<file path="config.mk">
export PLATFORM = sky130hd
export DESIGN_NAME = hfadc_seq
export DESIGN_NICKNAME = d
export VERILOG_FILES = /design/src/rtl/hfadc_pkg.sv /design/src/rtl/hfadc_sync.sv /design/src/rtl/hfadc_therm_enc.sv /design/src/rtl/hfadc_ctrl.sv /design/src/rtl/hfadc_seq.sv
export SDC_FILE = /design/constraint.sdc
export NUM_CORES = 1
export LEC_CHECK = 0
export ABC_CLOCK_PERIOD_IN_PS = 10400
export BUFFER_PORTS_ARGS = -buffer_cell sky130_fd_sc_hd__buf_4
export CORE_ASPECT_RATIO = 0.8
export CORE_MARGIN = 2
export CORE_UTILIZATION = 55
export CTS_CLUSTER_SIZE = 28
export DETAILED_ROUTE_END_ITERATION = 10
export PLACE_DENSITY = 0.81
export REMOVE_ABC_BUFFERS = 1
export SETUP_SLACK_MARGIN = 0.1
export SLEW_MARGIN = 20
export SYNTH_ARGS = -nofsm -noshare
export SYNTH_HDL_FRONTEND = slang
export SYNTH_HIERARCHICAL = 1
export SYNTH_SLANG_ARGS = --single-unit
</file>
<file path="constraint.sdc">
create_clock -name clk -period 10.4 [get_ports clk]
set_input_delay 0.52 -clock clk [delete_from_list [all_inputs] [get_ports clk]]
set_output_delay 0.52 -clock clk [all_outputs]
set_load 0.01 [all_outputs]
</file>
<file path="src/rtl/hfadc_pkg.sv">
package hfadc_pkg;

    localparam int THERM_W = 15;
    localparam int NIB_W   = $clog2(THERM_W + 1);
    localparam int DATA_W  = 2 * NIB_W;

    typedef enum logic [1:0] {
        ST_IDLE  = 2'd0,
        ST_TRACK = 2'd1,
        ST_FINE  = 2'd2
    } seq_state_t;

    typedef struct packed {
        logic [NIB_W-1:0] hi;
        logic [NIB_W-1:0] lo;
    } conv_word_t;

    // population count of a thermometer code; bubbles are absorbed
    function automatic logic [NIB_W-1:0] therm_ones(input logic [THERM_W-1:0] t);
        logic [NIB_W-1:0] acc;
        acc = '0;
        for (int i = 0; i < THERM_W; i++) begin
            acc = acc + NIB_W'(t[i]);
        end
        return acc;
    endfunction

endpackage

</file>
<file path="src/rtl/hfadc_sync.sv">
module hfadc_sync #(
    parameter int W = 2
) (
    input  logic         clk,
    input  logic         rst,
    input  logic [W-1:0] d,
    output logic [W-1:0] q
);
    // per-bit two-stage synchronizer, idle level high
    for (genvar g = 0; g < W; g++) begin : g_bit
        logic meta;
        logic stable;
        always_ff @(posedge clk) begin
            if (rst) begin
                meta   <= 1'b1;
                stable <= 1'b1;
            end else begin
                meta   <= d[g];
                stable <= meta;
            end
        end
        assign q[g] = stable;
    end
endmodule

</file>
<file path="src/rtl/hfadc_therm_enc.sv">
module hfadc_therm_enc
    import hfadc_pkg::*;
(
    input  logic [THERM_W-1:0] therm,
    output logic [NIB_W-1:0]   nib
);
    always_comb begin
        nib = therm_ones(therm);
    end
endmodule

</file>
<file path="src/rtl/hfadc_ctrl.sv">
module hfadc_ctrl
    import hfadc_pkg::*;
#(
    parameter int TRACK_CYC = 250,
    parameter int FINE_CYC  = 150,
    parameter int ADDR_W    = 3
) (
    input  logic              clk,
    input  logic              rst,
    input  logic              cs_s,
    input  logic              rd_s,
    input  logic [ADDR_W-1:0] addr,
    input  logic [NIB_W-1:0]  coarse_nib,
    input  logic [NIB_W-1:0]  fine_nib,
    output logic [ADDR_W-1:0] mux_sel,
    output conv_word_t        word,
    output logic              data_oe,
    output logic              int_n,
    output logic              rdy_pull,
    output seq_state_t        state
);
    localparam int CNT_MAX = (TRACK_CYC > FINE_CYC) ? TRACK_CYC : FINE_CYC;
    localparam int CNT_W   = $clog2(CNT_MAX + 1);

    logic [CNT_W-1:0] cnt;
    logic             sel_q;
    logic             cs_q;
    logic             pending;

    logic sel, start, sel_end, cs_fall, cs_rise, eoc, phase_done;

    always_comb begin
        sel        = !cs_s && !rd_s;
        phase_done = (cnt == '0);
        start      = sel && !sel_q && (state == ST_IDLE);
        sel_end    = sel_q && !sel;
        cs_fall    = cs_q && !cs_s;
        cs_rise    = !cs_q && cs_s;
        eoc        = (state == ST_FINE) && phase_done;
    end

    // conversion phases
    always_ff @(posedge clk) begin
        if (rst) begin
            state   <= ST_IDLE;
            cnt     <= '0;
            mux_sel <= '0;
            word    <= '0;
        end else begin
            case (state)
                ST_IDLE: begin
                    if (start) begin
                        state   <= ST_TRACK;
                        cnt     <= CNT_W'(TRACK_CYC - 1);
                        mux_sel <= addr;
                    end
                end
                ST_TRACK: begin
                    if (phase_done) begin
                        word.hi <= coarse_nib;
                        state   <= ST_FINE;
                        cnt     <= CNT_W'(FINE_CYC - 1);
                    end else begin
                        cnt <= cnt - 1'b1;
                    end
                end
                ST_FINE: begin
                    if (phase_done) begin
                        word.lo <= fine_nib;
                        state   <= ST_IDLE;
                    end else begin
                        cnt <= cnt - 1'b1;
                    end
                end
                default: state <= ST_IDLE;
            endcase
        end
    end

    // strobe bookkeeping, bus enable, interrupt and ready
    always_ff @(posedge clk) begin
        if (rst) begin
            sel_q    <= 1'b0;
            cs_q     <= 1'b1;
            pending  <= 1'b0;
            data_oe  <= 1'b0;
            int_n    <= 1'b1;
            rdy_pull <= 1'b0;
        end else begin
            sel_q <= sel;
            cs_q  <= cs_s;

            if (start)
                pending <= 1'b0;
            else if (eoc && !sel)
                pending <= 1'b1;

            if (!sel)
                data_oe <= 1'b0;
            else if (start && pending)
                data_oe <= 1'b1;
            else if (eoc)
                data_oe <= 1'b1;

            if (eoc)
                int_n <= 1'b0;
            else if (sel_end)
                int_n <= 1'b1;

            if (cs_fall)
                rdy_pull <= 1'b1;
            else if (cs_rise)
                rdy_pull <= 1'b0;
            else if (eoc && sel)
                rdy_pull <= 1'b0;
        end
    end
endmodule

</file>
<file path="src/rtl/hfadc_seq.sv">
module hfadc_seq
    import hfadc_pkg::*;
#(
    parameter int TRACK_CYC = 250,
    parameter int FINE_CYC  = 150,
    parameter int ADDR_W    = 3
) (
    input  logic               clk,
    input  logic               rst,
    input  logic               cs_n,
    input  logic               rd_n,
    input  logic [ADDR_W-1:0]  addr,
    input  logic [THERM_W-1:0] coarse_therm,
    input  logic [THERM_W-1:0] fine_therm,
    output logic [ADDR_W-1:0]  mux_sel,
    output logic [DATA_W-1:0]  data_out,
    output logic               data_oe,
    output logic               int_n,
    output logic               rdy_pull
);
    localparam int N_STAGE = 2;

    logic                            cs_s;
    logic                            rd_s;
    logic [N_STAGE-1:0][THERM_W-1:0] therm_in;
    logic [N_STAGE-1:0][NIB_W-1:0]   nib;
    conv_word_t                      word;
    seq_state_t                      state;

    hfadc_sync #(.W(2)) u_sync (
        .clk (clk),
        .rst (rst),
        .d   ({cs_n, rd_n}),
        .q   ({cs_s, rd_s})
    );

    assign therm_in[0] = coarse_therm;
    assign therm_in[1] = fine_therm;

    for (genvar s = 0; s < N_STAGE; s++) begin : g_stage
        hfadc_therm_enc u_enc (
            .therm (therm_in[s]),
            .nib   (nib[s])
        );
    end

    hfadc_ctrl #(
        .TRACK_CYC (TRACK_CYC),
        .FINE_CYC  (FINE_CYC),
        .ADDR_W    (ADDR_W)
    ) u_ctrl (
        .clk        (clk),
        .rst        (rst),
        .cs_s       (cs_s),
        .rd_s       (rd_s),
        .addr       (addr),
        .coarse_nib (nib[0]),
        .fine_nib   (nib[1]),
        .mux_sel    (mux_sel),
        .word       (word),
        .data_oe    (data_oe),
        .int_n      (int_n),
        .rdy_pull   (rdy_pull),
        .state      (state)
    );

    assign data_out = word;
endmodule

</file>
==> results.tsv <==
stage	metric	value	unit
status	status	complete, no violations	
synth	number of enable flip-flop cells after synthesis	0	
critical_path	crit start category	input pin	
placed_design	Port Buf Inserts	50	
floorplanning	Die W	74.7	um
critical_path	Worst Reg-to-Reg Cells	6	
synth	Post-Synth Adder-Cell Area	0.244	
timing	RSZ-0062 raised after global routing	no	
finish	fill count	293	
timing	Slew Viols, Final	0	
synth	Simple-Gate Fraction of Synth Area	0.161	
floorplanning	io pins	51	
finish	layout cells sized above 1	0.242	
critical_path	CP Data Required Time	10.62	ns
critical_path	CP Class	in2reg	
synth	Synth Area per Inst	9.21	um2
timing	Final Hold Vio Count	0	
finish	ANT cells	0	
critical_path	critical path depth	11	
worst_hold_path	HP Class	reg2reg	
cts	post-cts resize count	0	
cts	clk buf depth	2	
critical_path	crit path cell chain	buf_4, fa_1, inv_1, fa_1, fa_1, fa_1, fa_1, fa_1, xnor2_1, nand2_1, a21oi_1	
synth	xor and xnor area share after synthesis	0.0119	
timing	Final Setup Violations	0	
synth	mux contribution to synthesized area	0.0364	
critical_path	reg2reg setup slack	8.38	ns
critical_path	critical path arrival	3.82	ns
global_routing	first-pass GRT wire length	7910	um
finish	design area	2710	um2
floorplanning	core footprint	3830	um2
critical_path	crit path to	u_ctrl/word[2]	
synth	most frequent cell after synthesis	inv_1	
global_routing	initial antenna violation count	0	
timing	skew final	0.00262	ns
power	Power Dens Cells	139	nW/um2
route	post-route DRC violation count	0	
synth	Commonest cells post-synth	inv_1 (51), dfxtp_1 (31), fa_1 (20)	
critical_path	Crit Path Max Fanout	2	
route	initial DRC count	108	
critical_path	CP max stage delay	0.55	ns
synth	area share of the largest cell type after synthesis	0.282	
cts	clock slew at reported path FFs	0.06	ns
route	wire per inst	13.5	um
synth	Yosys cell types	47	
route	drt via density	5.23	
cts	clk sinks	31	
finish	area delta synth->final	23.3	%
route	final WL	4650	um
cts	setup bufs post-CTS	0	
timing	worst-margin pin slew	0.867	ns
floorplanning	number of cell rows	20	
critical_path	startpoint of the worst register-to-register path	u_ctrl/cnt[0]	
cts	CTS Hold Buffers Added	0	
synth	Synth Instances	239	
route	Vias	1798	
global_routing	pin count of the biggest net entering global routing	33	
placed_design	Routability Congestion	0.885	
route	Post-DRT Antenna Nets	0	
timing	worst relative slew slack	0.417	
critical_path	worst r2r dst	u_ctrl/rdy_pull	
finish	Nets	356	
job	total of max-cap violations	0	
synth	post-synthesis sequential area ratio	0.282	
synth	Main synth FF type	dfxtp_1	
floorplanning	Chip Height	60.6	um
synth	FF+latch count, synth	31	
timing	FMAX	0.278	GHz
finish	fin util	0.709	
power	Peak VDD IR	0.110	mV
synth	Mapped Area	2200	um2
placed_design	Post-DP HPWL	3550	um
synth	synth top area cells	dfxtp_1 (28%), fa_1 (18%), inv_1 (8.7%)	
power	Leak Pwr	0.00130	uW
cts	worst skew pair latency	0.29	ns
synth	Synth Area in Compound Gates	0.151	
timing	Tmin final	3.60	ns
cts	Root Buffer	clkbuf_8	
global_routing	vias in the first global route	1804	
critical_path	most frequent CP cell	fa_1	
critical_path	Slowest-stage cell, CP	fa_1	
synth	largest family of logic cells by synthesized area	adder cells	
global_routing	Total Routing Usage GR	0.235	
synth	Yosys warning total	6	
critical_path	crit end category	register	
floorplanning	die area	4530	um2
synth	Synth async-reset ratio	0	
synth	Synth area leader	dfxtp_1	
cts	H-tree levels	2	
global_routing	grt ovf	0	
floorplanning	Starting Density	0.575	
critical_path	Worst Setup SP	fine_therm[5]	
critical_path	WP buf/inv	2	
placed_design	Post-DP Area	2600	um2
timing	final worst path period share	0.346	
placed_design	Cells after DPL	336	
cts	total CTS buffers	5	
finish	fin cells	344	
timing	setup tns final	0	ns
critical_path	Largest delay share family, worst path	adder cells	
cts	TritonCTS clock tree	built	
route	drt first pass iters	4	
worst min-delay path by stage:
stage                          from                      to  depth (start not counted)
6_report       u_sync/g_bit[1].meta  u_sync/g_bit[1].stable                          1
5_1_grt                        cs_n    u_sync/g_bit[1].meta                          2
4_1_cts        u_sync/g_bit[1].meta  u_sync/g_bit[1].stable                          1
3_5_place_dp   u_sync/g_bit[1].meta  u_sync/g_bit[1].stable                          1
3_3_place_gp   u_sync/g_bit[1].meta  u_sync/g_bit[1].stable                          1
2_1_floorplan  u_sync/g_bit[0].meta  u_sync/g_bit[0].stable                          1
cell usage in the layout (no fill, tap or decap), types with 6 or more instances in the layout:
master / instances
clkbuf_8: 6
buf_4: 51
inv_1: 51
a21oi_1: 16
nor2_1: 16
dfxtp_1: 31
nand2_1: 11
fa_1: 20
ha_1: 11
mux2i_1: 8
routing by layer:
layer | routed length (um) | GRT usage
met5 | 0 | 0
met4 | 78 | 0.0995
met3 | 219 | 0.0515
met2 | 2190 | 0.379
met1 | 2160 | 0.309
area by class of cell:
type,count,area [um2],area share
clock buffers,6,82.6,0.0304
clock inverters,2,35.0,0.0129
inverters,51,191,0.0705
multi-input cells,148,1330,0.491
flip-flops and latches,31,621,0.229
repair buffers,51,383,0.141
well taps,55,68.8,0.0254
power breakdown:
group          leakage (uW)  switching, uW  internal [uW]  total, uW
Sequential         0.000251           1.89            121        123
Clock             0.0000612           45.3           77.4        123
Combinational      0.000990           66.7           64.5        131
Total               0.00130            114            263        377
through the flow:
stage	power (uW)	hold WS (ns)	worst slack [ns]
after global routing	406	0.416	6.66
final	377	0.405	6.80
after CTS	378	0.403	6.82
after global placement	251	0.387	6.57
after detailed placement	256	0.389	6.53
after floorplan	223	0.383	6.74
flip-flops by register name, indices dropped and copies added, names as in the netlist, 2 cells and up:
name                 count
u_ctrl/word              8
u_ctrl/state             2
u_ctrl/cnt               8
u_sync/g_bit.meta        2
u_ctrl/mux_sel           3
u_sync/g_bit.stable      2
kinds of logic (layout without fill, tap and decap cells):
group	after synthesis	count (layout)
adders and majority gates	31	31
muxes	8	8
xor gates and xnor gates	3	3
buffers and inverters	60	110
AOI/OAI and AO/OA	45	45
DFF	31	31
and+or+nand+nor	61	61
Note: power is estimated with default switching activity, not from simulation.
